## config.mk

```make
export PLATFORM = sky130hd
export DESIGN_NAME = dram_bank_seq
export DESIGN_NICKNAME = d
export VERILOG_FILES = /design/src/rtl/dram_seq_pkg.sv /design/src/rtl/dram_refresh_ctr.sv /design/src/rtl/dram_bank_decode.sv /design/src/rtl/dram_addr_mux.sv /design/src/rtl/dram_bank_seq.sv
export SDC_FILE = /design/constraint.sdc
export NUM_CORES = 1
export LEC_CHECK = 0
export BUFFER_PORTS_ARGS = -buffer_cell sky130_fd_sc_hd__buf_2
export CAP_MARGIN = 0
export CORE_MARGIN = 4
export CORE_UTILIZATION = 30
export DETAILED_ROUTE_END_ITERATION = 8
export GPL_TIMING_DRIVEN = 0
export PLACE_DENSITY_LB_ADDON = 0.1
export REMOVE_ABC_BUFFERS = 1
export SYNTH_ARGS = -nofsm -noshare
export SYNTH_HDL_FRONTEND = slang
export SYNTH_SLANG_ARGS = --single-unit
```

## constraint.sdc

```tcl
create_clock -name clk -period 3.5 [get_ports clk]
set_clock_uncertainty 0.05 [all_clocks]
set_input_delay 1.05 -clock clk [delete_from_list [all_inputs] [get_ports clk]]
set_output_delay 1.05 -clock clk [all_outputs]
set_load 0.05 [all_outputs]
```

## src/rtl/dram_seq_pkg.sv

```systemverilog
package dram_seq_pkg;
    localparam int MA_W = 9;

    typedef enum logic [2:0] {
        ST_IDLE, ST_ROWSET, ST_RAS, ST_COLSW, ST_CAS, ST_DATA, ST_PRE
    } seq_state_e;

    typedef enum logic [1:0] {
        MA_ZERO, MA_ROW, MA_COL, MA_REF
    } ma_sel_e;
endpackage

```

## src/rtl/dram_refresh_ctr.sv

```systemverilog
module dram_refresh_ctr #(
    parameter int W = 9
) (
    input  logic         clk,
    input  logic         rst_n,
    input  logic         step,
    output logic [W-1:0] row
);
    logic [W-1:0] row_d, row_q;

    always_comb begin
        row_d = row_q;
        if (step) row_d = row_q + W'(1);
    end

    always_ff @(posedge clk or negedge rst_n) begin
        if (!rst_n) row_q <= '0;
        else        row_q <= row_d;
    end

    assign row = row_q;
endmodule

```

## src/rtl/dram_bank_decode.sv

```systemverilog
module dram_bank_decode #(
    parameter int NUM_BANKS = 5,
    parameter int BANK_W    = 3
) (
    input  logic [BANK_W-1:0]    idx,
    input  logic                 hit_all,
    input  logic                 strobe_en,
    output logic [NUM_BANKS-1:0] ras_n
);
    for (genvar g = 0; g < NUM_BANKS; g++) begin : g_bank
        assign ras_n[g] = ~(strobe_en & (hit_all | (idx == BANK_W'(g))));
    end
endmodule

```

## src/rtl/dram_addr_mux.sv

```systemverilog
module dram_addr_mux
    import dram_seq_pkg::*;
#(
    parameter int HALF_W = 9
) (
    input  ma_sel_e           sel,
    input  logic [HALF_W-1:0] row,
    input  logic [HALF_W-1:0] col,
    input  logic [HALF_W-1:0] ref_row,
    output logic [MA_W-1:0]   ma
);
    logic [HALF_W-1:0] half;

    always_comb begin
        case (sel)
            MA_ROW:  half = row;
            MA_COL:  half = col;
            MA_REF:  half = ref_row;
            default: half = '0;
        endcase
    end

    if (HALF_W < MA_W) begin : g_narrow
        assign ma = {{(MA_W-HALF_W){1'b0}}, half};
    end else begin : g_full
        assign ma = half[MA_W-1:0];
    end
endmodule

```

## src/rtl/dram_bank_seq.sv

```systemverilog
module dram_bank_seq
    import dram_seq_pkg::*;
#(
    parameter int NUM_BANKS = 5,
    parameter bit WIDE_ADDR = 1'b1,
    parameter int T_SETUP   = 1,
    parameter int T_RAS     = 2,
    parameter int T_COLSW   = 1,
    parameter int T_CAS     = 2,
    parameter int T_DATA    = 1,
    parameter int T_PRE     = 2,
    parameter int CNT_W     = 4,
    localparam int BANK_W   = (NUM_BANKS > 1) ? $clog2(NUM_BANKS) : 1,
    localparam int HALF_W   = WIDE_ADDR ? 9 : 8,
    localparam int ADDR_W   = BANK_W + 2 * HALF_W
) (
    input  logic                 clk,
    input  logic                 rst_n,
    input  logic                 req_valid,
    input  logic                 req_write,
    input  logic [ADDR_W-1:0]    req_addr,
    output logic                 req_ack,
    input  logic                 refresh_req,
    input  logic                 ram_sel_n,
    output logic [MA_W-1:0]      ma,
    output logic [NUM_BANKS-1:0] ras_n,
    output logic                 cas_n,
    output logic                 we_n,
    output logic                 xcvr_en_n,
    output logic                 xcvr_dir
);
    typedef struct packed {
        seq_state_e        st;
        logic [CNT_W-1:0]  cnt;
        logic [BANK_W-1:0] bank;
        logic [HALF_W-1:0] row;
        logic [HALF_W-1:0] col;
        logic              wr;
        logic              refr;
        logic              bank_ok;
        logic              pend;
    } seq_t;

    seq_t s_d, s_q;
    logic ack_d;

    function automatic logic [CNT_W-1:0] tload(seq_state_e s);
        case (s)
            ST_ROWSET: return CNT_W'(T_SETUP - 1);
            ST_RAS:    return CNT_W'(T_RAS - 1);
            ST_COLSW:  return CNT_W'(T_COLSW - 1);
            ST_CAS:    return CNT_W'(T_CAS - 1);
            ST_DATA:   return CNT_W'(T_DATA - 1);
            ST_PRE:    return CNT_W'(T_PRE - 1);
            default:   return '0;
        endcase
    endfunction

    always_comb begin
        s_d   = s_q;
        ack_d = 1'b0;
        s_d.pend = s_q.pend | refresh_req;
        if (s_q.st == ST_IDLE) begin
            if (s_q.pend || refresh_req) begin
                s_d.st   = ST_ROWSET;
                s_d.cnt  = tload(ST_ROWSET);
                s_d.refr = 1'b1;
                s_d.wr   = 1'b0;
                s_d.pend = 1'b0;
            end else if (req_valid) begin
                ack_d       = 1'b1;
                s_d.st      = ST_ROWSET;
                s_d.cnt     = tload(ST_ROWSET);
                s_d.refr    = 1'b0;
                s_d.wr      = req_write;
                s_d.col     = req_addr[HALF_W-1:0];
                s_d.row     = req_addr[2*HALF_W-1:HALF_W];
                s_d.bank    = req_addr[ADDR_W-1:2*HALF_W];
                s_d.bank_ok = (int'(req_addr[ADDR_W-1:2*HALF_W]) < NUM_BANKS);
            end
        end else if (s_q.cnt != '0) begin
            s_d.cnt = s_q.cnt - CNT_W'(1);
        end else begin
            case (s_q.st)
                ST_ROWSET: s_d.st = ST_RAS;
                ST_RAS:    s_d.st = s_q.refr ? ST_PRE : ST_COLSW;
                ST_COLSW:  s_d.st = ST_CAS;
                ST_CAS:    s_d.st = ST_DATA;
                ST_DATA:   s_d.st = ST_PRE;
                default:   s_d.st = ST_IDLE;
            endcase
            s_d.cnt = tload(s_d.st);
        end
    end

    always_ff @(posedge clk or negedge rst_n) begin
        if (!rst_n) begin
            s_q <= '{st: ST_IDLE, default: '0};
        end else begin
            s_q <= s_d;
        end
    end

    logic              ras_phase, col_phase, wr_phase, cpu_live, ref_step;
    ma_sel_e           ma_sel;
    logic [HALF_W-1:0] ref_row;

    assign cpu_live  = !s_q.refr && s_q.bank_ok;
    assign ras_phase = s_q.st inside {ST_RAS, ST_COLSW, ST_CAS, ST_DATA};
    assign col_phase = cpu_live && (s_q.st inside {ST_CAS, ST_DATA});
    assign wr_phase  = cpu_live && s_q.wr && (s_q.st inside {ST_COLSW, ST_CAS, ST_DATA});
    assign ref_step  = s_q.refr && (s_q.st == ST_RAS) && (s_q.cnt == '0);

    always_comb begin
        case (s_q.st)
            ST_ROWSET, ST_RAS:       ma_sel = s_q.refr ? MA_REF : MA_ROW;
            ST_COLSW, ST_CAS, ST_DATA: ma_sel = MA_COL;
            default:                 ma_sel = MA_ZERO;
        endcase
    end

    dram_refresh_ctr #(.W(HALF_W)) u_ref (
        .clk(clk), .rst_n(rst_n), .step(ref_step), .row(ref_row)
    );

    dram_bank_decode #(.NUM_BANKS(NUM_BANKS), .BANK_W(BANK_W)) u_dec (
        .idx(s_q.bank), .hit_all(s_q.refr),
        .strobe_en(ras_phase && (s_q.refr || s_q.bank_ok)), .ras_n(ras_n)
    );

    dram_addr_mux #(.HALF_W(HALF_W)) u_mux (
        .sel(ma_sel), .row(s_q.row), .col(s_q.col), .ref_row(ref_row), .ma(ma)
    );

    assign req_ack   = ack_d;
    assign cas_n     = ~col_phase;
    assign we_n      = ~wr_phase;
    assign xcvr_en_n = ram_sel_n | ~col_phase;
    assign xcvr_dir  = s_q.wr && !s_q.refr && (s_q.st != ST_IDLE);

    // during the column phase exactly one bank is strobed
    a_r2_single_bank: assert property (@(posedge clk) disable iff (!rst_n)
        !cas_n |-> ($countones(~ras_n) == 1));

    // all-bank strobing never comes with a column strobe
    a_r9_refresh_no_cas: assert property (@(posedge clk) disable iff (!rst_n)
        (ras_n == '0) |-> cas_n);

    // the row half was already on the bus before the row strobe fell
    a_r4_row_setup: assert property (@(posedge clk) disable iff (!rst_n)
        ((ras_n != '1) && ($past(ras_n) == '1)) |-> $stable(ma));

    // the row strobes do not move when the column strobe falls
    a_r8_ras_held_at_cas: assert property (@(posedge clk) disable iff (!rst_n)
        $fell(cas_n) |-> $stable(ras_n));

    // transceiver enabled only with column strobe and RAM select
    a_r7_xcvr_gate: assert property (@(posedge clk) disable iff (!rst_n)
        !xcvr_en_n |-> (!cas_n && !ram_sel_n));
endmodule

```

==> results.tsv <==
metric	value	unit
Detailed Route WL	4730	um
Relative slew margins	39.1	%
Die Span X	93.7	um
initial antenna violation count	0	
Static Leak	0.00124	uW
Final setup viols	0	
Startpoint Class	flip-flop	
share of cells above drive strength 1	36.7	%
worst-margin pin slew	0.913	ns
row count	30	
crit-path max FO	12	
n_diodes	0	
root buf cell	clkbuf_8	
grt total ovfl	0	
1st-iter DRT viols	41	
Net Sw Frac	48.3	%
area post-placement	0.00249	sq mm
Slew Viols, Final	0	
post-layout util	37.0	%
Final Hold Vio Count	0	
DR WL/cell	13.6	um
Post-Syn Area	0.00220	sq mm
outcome	completed	
Final Cell Area	0.00258	sq mm
synthesized flop and latch total	41	
routed vias	1619	
top-count cell post-synth	dfrtp_1	
Clock Sinks	41	
post-detail-place hpwl	3310	um
slowest cell on the critical path	nor3_2	
Most used DFF post-synth	dfrtp_1	
cells after synthesis	207	
PwrDens	923	mW/mm^2
first-pass GRT wire length	7870	um
vias per cell	4.67	
Routed Antenna Nets	0	
hold_ws	0.435	ns
number of global-route vias before repair	1630	
maxcap violations	0	
sequential-to-total area share from yosys stat	46.5	%
Clk pwr share	12.7	%
# fillers	729	
WP data arrival	2.27	ns
H-Tree Depth	2	
Setup Buffers After CTS	0	
drt first pass iters	4	
r2r setup slk	1.59	ns
CP Capture Type	output pin	
die area	0.00878	sq mm
Port Buffers	45	
worst r2r dst	s_q[25]	
CP required	2.40	ns
pin count of the biggest net entering global routing	42	
CTS tree	done	
DRC viols	0	
Final Critical Period	3.37	ns
HP Class	reg2reg	
fin nets	281	
WS Path Type	reg2out	
largest area contributor in the netlist	dfrtp_1	
Syn-to-layout area delta	17.0	%
clock-pin slew on the worst setup and hold paths	0.08	ns
CTS hold repair buffers	0	
Comb pwr share	51.3	%
most frequent cells after synthesis	dfrtp_1 (41), nand2_1 (30), mux2_2 (23)	
CTS max path bufs	2	
worst flop-to-flop path startpoint	s_q[30]	
number of synthesized flops with an enable pin	0	
hold_sp	u_ref.row[8]	
Switching Power	1150	uW
P_int	1230	uW
critical path's largest stage delay	0.65	ns
Seq pwr share	36.0	%
gpl congestion	0.773	
I/O Pins	46	
DIE HEIGHT	93.7	um
total core area	0.00698	sq mm
Tcrit/Tclk final	96.2	%
Critical Path, Cell by Cell	xnor2_1 -> nor3_2 -> nand2_1 -> nand2_1 -> buf_2	
Ys Warns	0	
clk_lat worst skew	0.29	ns
asr flop ratio synth	100	%
worst hold endpoint	u_ref.row[8]	
most area-consuming cells after synthesis	dfrtp_1 (47%), mux2_2 (12%), nand2_1 (5.1%)	
Peak VDD IR	0.418	mV
Global Route Usage Sum	11.4	%
CP dominant cell by count	nand2_1	
hold path depth	1	
Peak Freq	0.297	GHz
Yosys cell types	40	
syn avg cell area	10.7	sq um
FF-to-FF path depth	6	
TritonCTS buffer count	5	
top-area cell type share of the netlist area	46.5	%
effective utilization at floorplan	31.6	%
-- state kept, by name, summed over array words and instances, names as in the netlist --
signal     flops
u_ref.row      9
s_q           32
-- what timing repair did --
item,in CTS,in global routing
setup endpoints to repair,0,9
gates resized for setup,0,1
hold endpoints to repair,0,0
-- critical path: cells and delay by family (launching register included) --
kind	cells	cell delay [ns]
xor gates and xnor gates	1	0.22
and+or+nand+nor	3	0.85
DFF	1	0.64
buffers and inverters	1	0.26
-- per-stage QoR --
step / cells / worst slack (ns) / TNS (ns) / total power, uW
after floorplan: 198 / 0.405 / 0 / 1780
after global placement: 339 / 0.0807 / 0 / 2080
after detailed placement: 339 / 0.108 / 0 / 2080
after CTS: 347 / 0.105 / 0 / 2400
after global routing: 347 / -0.0231 / -0.0295 / 2570
final: 347 / 0.134 / 0 / 2380
-- layer usage --
metal  wire length, um  GRT usage, %  up-vias
met5                 0             0        -
met1              2390          15.9      767
met3               172          2.24        5
met2              2120          17.7       30
li1                  -             -      817
met4                47          3.97        0
-- cell families after synthesis --
kind of cell	count (synthesis)	share of synthesized area (%)
XOR/XNOR	9	3.58
adder cells (fa/ha/maj)	4	2.27
buffers and inverters	17	4.20
multiplexers	23	11.7
AND/OR/NAND/NOR	78	21.5
AO/OA/AOI/OAI	35	10.2
flip-flops	41	46.5
-- power groups by stage --
| stage | sequential, uW | clock (uW) | combinational (uW) |
|---|---|---|---|
| floorplan | 806 | 0 | 972 |
| global placement | 861 | 0 | 1210 |
| detailed placement | 864 | 0 | 1220 |
| CTS | 855 | 319 | 1220 |
| global route | 887 | 344 | 1330 |
| finish | 857 | 302 | 1220 |
-- cell type report --
| class | instances | area, sq um | share of cell area (%) |
|---|---|---|---|
| inverter | 8 | 30.0 | 1.16 |
| multi-input combinational | 149 | 1090 | 42.3 |
| clock buffer | 5 | 68.8 | 2.67 |
| tap | 96 | 120 | 4.66 |
| clock inverter | 3 | 17.5 | 0.679 |
| timing repair buffer | 45 | 225 | 8.73 |
| sequential | 41 | 1030 | 39.8 |
-- cells in the final DEF (no fill, tap or decap), types with 2 or more instances in the layout --
| cell | count |
|---|---|
| nand2_1 | 30 |
| or2_2 | 4 |
| clkbuf_8 | 5 |
| clkinv_2 | 2 |
| xnor2_1 | 4 |
| nand3_1 | 6 |
| a21oi_1 | 3 |
| xor2_1 | 5 |
| ha_1 | 4 |
| o22ai_1 | 2 |
| nor2b_1 | 3 |
| buf_2 | 45 |
| a31oi_1 | 3 |
| dfrtp_1 | 41 |
| inv_1 | 8 |
| nor3b_4 | 2 |
| nand3b_1 | 3 |
| nor3b_1 | 2 |
| o21ai_0 | 11 |
| mux2_2 | 23 |
| nor4_2 | 2 |
| o21bai_1 | 3 |
| nor3_1 | 6 |
| nor2_1 | 11 |
| a22oi_1 | 9 |
-- worst max-delay path by stage --
stage           startpoint  endpoint  slack (ns)  cells after the start
6_report           s_q[29]     ma[5]        0.13                      5
5_1_grt            s_q[29]     ma[4]       -0.02                      5
4_1_cts        refresh_req   req_ack        0.11                      5
3_5_place_dp   refresh_req   req_ack        0.11                      5
3_3_place_gp   refresh_req   req_ack        0.08                      5
2_1_floorplan  refresh_req   req_ack        0.41                      3
Power figures use the tool's default switching activity.
